File: src/rtl/rseq_pkg.sv
package rseq_pkg;
  localparam int NUM_ROUNDS = 10;
  localparam int NUM_STEPS  = NUM_ROUNDS + 1;
  localparam int ROUND_W    = $clog2(NUM_STEPS + 1);

  typedef enum logic [1:0] {S_IDLE, S_RUN, S_FIN} seq_state_t;

  // word index 0..3 selects K1..K4; step 1..11
  function automatic logic [1:0] key_word_idx(input logic dec, input logic [ROUND_W-1:0] step);
    logic [1:0] w;
    case (step)
      4'd1:  w = 2'd0;
      4'd2:  w = 2'd1;
      4'd3:  w = 2'd2;
      4'd4:  w = 2'd3;
      4'd5:  w = dec ? 2'd2 : 2'd1;
      4'd6:  w = 2'd0;
      4'd7:  w = dec ? 2'd1 : 2'd2;
      4'd8:  w = 2'd3;
      4'd9:  w = 2'd2;
      4'd10: w = 2'd1;
      default: w = 2'd0;
    endcase
    return w;
  endfunction
endpackage

File: src/rtl/rseq_key_pick.sv
module rseq_key_pick
  import rseq_pkg::*;
#(
  parameter int HALF_W    = 64,
  parameter int KEY_WORDS = 4
) (
  input  logic [KEY_WORDS*HALF_W-1:0] key_q,
  input  logic                        dec_q,
  input  logic [ROUND_W-1:0]          step,
  output logic [HALF_W-1:0]           subkey
);
  logic [HALF_W-1:0] words [KEY_WORDS];

  for (genvar n = 0; n < KEY_WORDS; n++) begin : g_split
    assign words[n] = key_q[(KEY_WORDS-n)*HALF_W-1 -: HALF_W];
  end

  always_comb begin
    subkey = words[key_word_idx(dec_q, step)];
  end
endmodule

File: src/rtl/rseq_ctrl_ext.sv
module rseq_ctrl_ext #(
  parameter int WORD_W    = 32,
  parameter int PAIRS     = 3,
  parameter int STEP      = 10,
  parameter int HALF_STEP = 5
) (
  input  logic [WORD_W-1:0]         x,
  output logic [2*PAIRS*WORD_W-1:0] ctrl
);
  function automatic logic [WORD_W-1:0] rot(input logic [WORD_W-1:0] a, input int s);
    int k;
    k = s % WORD_W;
    if (k == 0) return a;
    return (a << k) | (a >> (WORD_W - k));
  endfunction

  for (genvar i = 0; i < PAIRS; i++) begin : g_pair
    localparam int VTOP = (2*PAIRS - 2*i) * WORD_W - 1;
    localparam int ZTOP = VTOP - WORD_W;
    assign ctrl[VTOP -: WORD_W] = rot(x, STEP*i);
    assign ctrl[ZTOP -: WORD_W] = rot(x, STEP*i + HALF_STEP);
  end
endmodule

File: src/rtl/rseq_half_perm.sv
module rseq_half_perm #(
  parameter int HALF_W = 64
) (
  input  logic [HALF_W-1:0] din,
  output logic [HALF_W-1:0] dout
);
  localparam int QUART = HALF_W / 4;
  localparam int MID   = HALF_W / 2;

  for (genvar p = 1; p <= HALF_W; p++) begin : g_bit
    // position p maps to bit index HALF_W-p
    localparam int PARTNER = (p % 2 == 1) ? p : ((p <= MID) ? p + MID : p - MID);
    assign dout[HALF_W-p] = din[HALF_W-PARTNER];
  end

  if (QUART < 1) begin : g_bad
    $error("HALF_W too small");
  end
endmodule

File: src/rtl/lr_round_sequencer.sv
module lr_round_sequencer
  import rseq_pkg::*;
#(
  parameter int HALF_W    = 64,
  parameter int WORD_W    = 32,
  parameter int KEY_WORDS = 4,
  parameter int PAIRS     = 3
) (
  input  logic                        clk,
  input  logic                        rst,
  input  logic                        start,
  input  logic                        decrypt,
  input  logic [2*HALF_W-1:0]         data_in,
  input  logic [KEY_WORDS*HALF_W-1:0] key,
  output logic                        busy,
  output logic                        done,
  output logic [2*HALF_W-1:0]         data_out,
  output logic [HALF_W-1:0]           rf_left,
  output logic [HALF_W-1:0]           rf_right,
  output logic [HALF_W-1:0]           rf_subkey,
  output logic [2*PAIRS*WORD_W-1:0]   rf_ctrl,
  output logic [HALF_W-1:0]           rf_perm,
  input  logic [HALF_W-1:0]           rf_left_next,
  input  logic [HALF_W-1:0]           rf_right_next
);
  localparam logic [ROUND_W-1:0] LAST_ROUND = ROUND_W'(NUM_ROUNDS);

  seq_state_t                  st_q;
  logic [ROUND_W-1:0]          rnd_q;
  logic [HALF_W-1:0]           l_q, r_q;
  logic [KEY_WORDS*HALF_W-1:0] key_q;
  logic                        dec_q;
  logic [HALF_W-1:0]           sk;

  rseq_key_pick #(.HALF_W(HALF_W), .KEY_WORDS(KEY_WORDS)) u_key (
    .key_q(key_q), .dec_q(dec_q), .step(rnd_q), .subkey(sk)
  );

  rseq_ctrl_ext #(.WORD_W(WORD_W), .PAIRS(PAIRS)) u_ext (
    .x(l_q[HALF_W-1 -: WORD_W]), .ctrl(rf_ctrl)
  );

  rseq_half_perm #(.HALF_W(HALF_W)) u_perm (
    .din(r_q), .dout(rf_perm)
  );

  always_ff @(posedge clk) begin
    if (rst) begin
      st_q     <= S_IDLE;
      rnd_q    <= '0;
      l_q      <= '0;
      r_q      <= '0;
      key_q    <= '0;
      dec_q    <= 1'b0;
      data_out <= '0;
      done     <= 1'b0;
    end else begin
      done <= 1'b0;
      case (st_q)
        S_IDLE: if (start) begin
          l_q   <= data_in[2*HALF_W-1 -: HALF_W];
          r_q   <= data_in[HALF_W-1:0];
          key_q <= key;
          dec_q <= decrypt;
          rnd_q <= ROUND_W'(1);
          st_q  <= S_RUN;
        end
        S_RUN: begin
          rnd_q <= rnd_q + 1'b1;
          if (rnd_q == LAST_ROUND) begin
            l_q  <= rf_left_next;
            r_q  <= rf_right_next;
            st_q <= S_FIN;
          end else begin
            l_q <= rf_right_next;
            r_q <= rf_left_next;
          end
        end
        S_FIN: begin
          data_out <= {l_q ^ sk, r_q ^ sk};
          done     <= 1'b1;
          rnd_q    <= '0;
          st_q     <= S_IDLE;
        end
        default: st_q <= S_IDLE;
      endcase
    end
  end

  assign busy      = (st_q != S_IDLE);
  assign rf_left   = l_q;
  assign rf_right  = r_q;
  assign rf_subkey = sk;
endmodule

File: config.mk
export PLATFORM = sky130hd
export DESIGN_NAME = lr_round_sequencer
export DESIGN_NICKNAME = d
export VERILOG_FILES = /design/src/rtl/rseq_pkg.sv /design/src/rtl/rseq_key_pick.sv /design/src/rtl/rseq_ctrl_ext.sv /design/src/rtl/rseq_half_perm.sv /design/src/rtl/lr_round_sequencer.sv
export SDC_FILE = /design/constraint.sdc
export NUM_CORES = 2
export LEC_CHECK = 0
export ABC_AREA = 1
export BUFFER_PORTS_ARGS = -buffer_cell sky130_fd_sc_hd__buf_2
export CORE_AREA = 3 3 428 430
export CTS_BUF_LIST = sky130_fd_sc_hd__clkbuf_16
export DETAILED_ROUTE_END_ITERATION = 6
export DIE_AREA = 0 0 431 433
export GPL_TIMING_DRIVEN = 0
export PLACE_DENSITY = 0.41
export SETUP_SLACK_MARGIN = 0.5
export SYNTH_ARGS = -nofsm -noshare
export SYNTH_HDL_FRONTEND = slang
export SYNTH_HIERARCHICAL = 1
export SYNTH_SLANG_ARGS = --single-unit
File: constraint.sdc
create_clock -name clk -period 4.35 [get_ports clk]
set_clock_uncertainty 0.05 [all_clocks]
set_input_delay 1.305 -clock clk [delete_from_list [all_inputs] [get_ports clk]]
set_output_delay 1.305 -clock clk [all_outputs]
set_load 0.05 [all_outputs]
Yosys cells after proc, flatten, opt, wreduce, memory -nomap -nowiden:

Index checks and enable logic that the tools add are counted.

* output and inout bits: 578
* bits in registers: 520
* logic and storage cells: 59
* input port bits: 516

* $lt $le $gt $ge: 1
* bitwise operators: 8
* muxes and demuxes: 18
* equality and inequality tests: 12
* reductions and logical operators: 11
* add/subtract/negate cells: 1

Operators by type and width (count)
* $mux 64: 6
* $pmux 64 s2: 2
* $bmux 64 s2: 1
* $xor 64x64->64: 2
* $or 32x10->32: 1
* $or 32x15->32: 1
* $or 32x20->32: 1
* $or 32x25->32: 1
* $or 32x5->32: 1
* $eq 4x3->1 const B: 3
* $eq 4x4->1 const B: 3
* $pmux 4 s3: 1
* $pmux 2 s5: 1
* $eq 4x2->1 const B: 2
* $mux 2: 4
* $reduce_and 2->1: 4
* $reduce_or 2->1: 3
* $add 4x1->4 const B: 1
* $mux 4: 1
* $ne 2x2->1 const B: 2
* $pmux 2 s2: 1
* $reduce_bool 2->1: 2
* $ge 3x3->1 const B: 1
* $not 2->3: 1
* 5 further kinds: 5

Longest topological paths before layout:

* word-level depth: 8
* depth in mapped cells: 14
* gate-level depth less buffers: 13

Hierarchy:

Netlist, hierarchy kept.

By module, submodules not included
* lr_round_sequencer: cells each 3369, instances 1, area an instance 23042.1 um^2, seq. area each 10410.0 um^2
* rseq_key_pick: cells each 665, instances 1, area an instance 3462.1 um^2, seq. area each 0.0 um^2
* rseq_ctrl_ext: cells each 192, instances 1, area an instance 1441.4 um^2, seq. area each 0.0 um^2
* rseq_half_perm: cells each 64, instances 1, area an instance 480.5 um^2, seq. area each 0.0 um^2

Worst setup path after synthesis:

OpenSTA, ideal clock, no wires.

* kind: register to output
* start: reg rnd_q[3]
* end: out rf_subkey[10]
* cell stages (with the launch flop): 8
* slack: 1261 ps
* arrival time: 1734 ps
* data required time: 2995 ps
* path buffers: 1
* cell sequence: dfxtp_1 nor2_1 nand2_1 nand2_1 nor3_4 buf_6 nand3_2 nand2_1

* longest elaborated chain between the ends: 7
* elaborated cells on any way between the ends: 16
* classes of those cells: eq/ne: 8; mux: 4; bitwise: 1; reduce/logical: 3

RTL lines
* start: declaration: RTL line lr_round_sequencer.sv:29 `logic [ROUND_W-1:0] rnd_q;`
* start signal: assignment: RTL line lr_round_sequencer.sv:69 `rnd_q <= rnd_q + 1'b1;`
* $eq 4x4->1, or another cell as far along: RTL line rseq_pkg.sv:11 `case (step)`
* $reduce_or 2->1 (no line)
* $pmux 2 s5 (*): RTL line rseq_pkg.sv:11
* $not 2->3 (implied by the code) (*): RTL line rseq_key_pick.sv:19 `subkey = words[key_word_idx(dec_q, step)];`
* $bmux 64 s2 (*): RTL line rseq_key_pick.sv:19
* $mux 64 (implied by the code) (*) (2 in a row): RTL line rseq_key_pick.sv:19
* end: declaration: RTL line lr_round_sequencer.sv:20 `output logic [HALF_W-1:0] rf_subkey,`

Every way passes the cells marked *; elsewhere a longest branch is shown, timed or not. The select of a mux whose other input is x is not followed.

Worst setup path after layout:

* start: reg rnd_q[2]
* end: out rf_subkey[42]

The elaborated chain is that of the path after synthesis.

==> impl_metrics.tcl <==
set metrics [dict create \
    status "finished clean" \
    drt_first_pass_iters 7 \
    port_buffers 1092 \
    met1Wirelength_um 76420 \
    startpoint "rnd_q[2]" \
    grt_pass1_vias 30540 \
    vias 32740 \
    drive_above_1_share_pct 35.22 \
    dr_wl_met2_um 95760 \
    wl_per_cell_um 23.38 \
    final_common_cell "buf_2" \
    wl_um 188200 \
    fin_crit_sh_pct 92.98 \
    totalPowerFinal_w 0.01970 \
    rsz0062_at_grt "true" \
    ir_drop_v 0.0002354 \
    cts_buffer_depth 3 \
    crit_type "flip-flop to output pin" \
    synth_cells 4290 \
    startpoint_type "flip-flop" \
    rr_endpoint "rf_left[46]" \
    syn-num-nets 4813 \
    power_density_nw_per_um2 459.5 \
    crit_cells 11 \
    ff2ff_path_depth 8 \
    most-common-layout-cells "buf_2, nor2_1, inv_1" \
    syn_area_sq_um 28430 \
    slowest_stage "dfxtp_4" \
    ant_nets 0 \
    die_y_um 433 \
    hold_buffers 0 \
    wl_met3_um 9649 \
    hold_path_class "flip-flop to flip-flop" \
    dp_slack_ns -0.4870 \
    max_cap_viol_count 0 \
    timing.setup.tns_ns 0 \
    leakage_nw 22.69 \
    cts_buffers 73 \
    worst_slack_ns 0.3056 \
    design.core.area_sq_um 180200 \
    slowest_delay_ns 0.37 \
    clock-sinks 520 \
    yosysSeqAreaShare_pct 36.62 \
    dpl.hpwl_um 146600 \
    drc 0 \
    avgSynthCellArea_sq_um 6.626 \
    synth_warnings 6 \
    top_level_ports 1094 \
    arrival_ns 2.69 \
    drv_slew 0 \
    cts_tree "built" \
    setup_violations 0 \
    grt_overflow 0 \
    viasPerCell 4.068 \
    drtIter0Drc 2314 \
    ys_ff_latch 520 \
    gr-usage-all-layers_pct 19.04 \
    period_minus_slack_ns 4.044 \
    dieArea_sq_um 186600 \
    antenna_found_initial 90 \
    yosysTopAreaCell "dfxtp_1" \
    end_kind "output pin" \
    top_layer "met5" \
    synth.top_cells.by_area "dfxtp_1, nor2_1, o21ai_0, buf_4, inv_1" \
    syn_to_final_growth_pct 50.80 \
    endpoint "rf_subkey[42]" \
    nets 6112 \
    routabilityCongestion 0.8695 \
    initial_core_util_pct 15.78 \
    crit_chain "inv_2, nand2_2, nand2_2, a21oi_4, buf_12, buf_16, buf_12, nand3b_1, nand3_2, nand2_4, buf_8" \
    synth_top_area_share_pct 36.62 \
    insertion_delay_ns 0.70 \
    grt_max_degree 12 \
    r2r-start "st_q[1]" \
    nFillCells 20600 \
    row_count 156 \
    die_w_um 431 \
    final_util_pct 23.79 \
    critPathTopFamily "buffers and inverters" \
    cts-root-buf "clkbuf_16" \
    synth_cell_types 25 \
    path_buf_inv 5 \
    r2r_slack_ns 1.17 \
    critPathRequiredTime_ns 2.99 \
    hold_ws_ns 0.4221 \
    cp_max_fo 8 \
    clkTransAtPathRegs_ns 0.06 \
    maxSlewHeadroom_pct 28.90 \
    fmax_mhz 247.3 \
    tightest_slew_ns 1.066 \
    hold_viol 0 \
    h-tree-depth 3 \
    grt_pass1_wl_um 248100 \
]
## worst min path at each step
stage | cells after the start | slack, ns | to | from
floorplan | 2 | 0.40 | key_q[100] | key_q[100]
global placement | 2 | 0.40 | key_q[209] | key_q[209]
detailed placement | 2 | 0.41 | key_q[244] | key_q[244]
CTS | 2 | 0.42 | key_q[74] | key_q[74]
global route | 2 | 0.44 | key_q[243] | key_q[243]
finish | 2 | 0.42 | key_q[244] | key_q[244]
## power breakdown
| part | switching [W] | internal (W) |
|---|---|---|
| sequential | 0.000518 | 0.00521 |
| clock | 0.00259 | 0.00321 |
| combinational | 0.00546 | 0.00270 |
| total | 0.00857 | 0.0111 |
## registers in the layout, indices dropped and copies added (netlist names)
| signal | count |
|---|---|
| done | 1 |
| st_q | 2 |
| rf_right | 64 |
| rnd_q | 4 |
| key_q | 256 |
| dec_q | 1 |
| rf_left | 64 |
| data_out | 128 |
## cell families (layout without fill, tap and decap cells)
family	Yosys count	after routing	share of synthesized area (%)
buffers and inverters	1067	2413	18.72
other	0	43	0
AO/OA/AOI/OAI	648	648	11.41
AND/OR/NAND/NOR	1920	1920	29.00
adder cells (fa/ha/maj)	7	7	0.3081
flip-flops	520	520	36.62
XOR/XNOR	128	128	3.944
## tightest hold or removal path, stage by stage (launching register included)
cell     delay [ns]
dfxtp_1        0.32
nor2_1         0.04
nor2_1         0.08
## timing repair
item | in CTS | in global routing
setup buffers | 51 | 66
endpoints found under the hold margin | 0 | 0
gates cloned | 4 | 10
setup endpoints to repair | 65 | 64
pin swaps | 47 | 84
resized for setup | 394 | 230
## Yosys cell counts (all sizes together)
master,count
nor2,1044
inv,529
dfxtp,520
o21ai,515
nand2,486
buf,446
nand3,261
a21oi,133
nand3b,128
xor2,128
clkbuf,90
ha,7
clkinv,2
nor3,1
## cell type report
class                   instances  area [sq um]  area share (%)
well taps                    2370          2965           6.917
flip-flops and latches        520         10430           24.32
multi-input cells            2703         13880           32.37
clock buffers                  74          1852           4.320
plain buffers                 536          3845           8.969
clock inverters                48         349.1          0.8143
diodes                         43         107.6          0.2510
repair buffers               1224          7450           17.38
inverters                     531          1997           4.658
## metal layers
metal / track usage [%] / vias up
met5: 0 / -
met4: 6.440 / 12
met3: 2.658 / 303
met2: 34.44 / 1225
met1: 22.98 / 15550
li1: - / 15660
## stage by stage
step / instance area, sq um / std cells
after global placement: 36860 / 7752
after floorplan: 28430 / 4290
after detailed placement: 36880 / 7753
final: 42870 / 8049
after CTS: 40980 / 7930
after global routing: 42830 / 8036
Note: power is estimated with default switching activity, not from simulation.
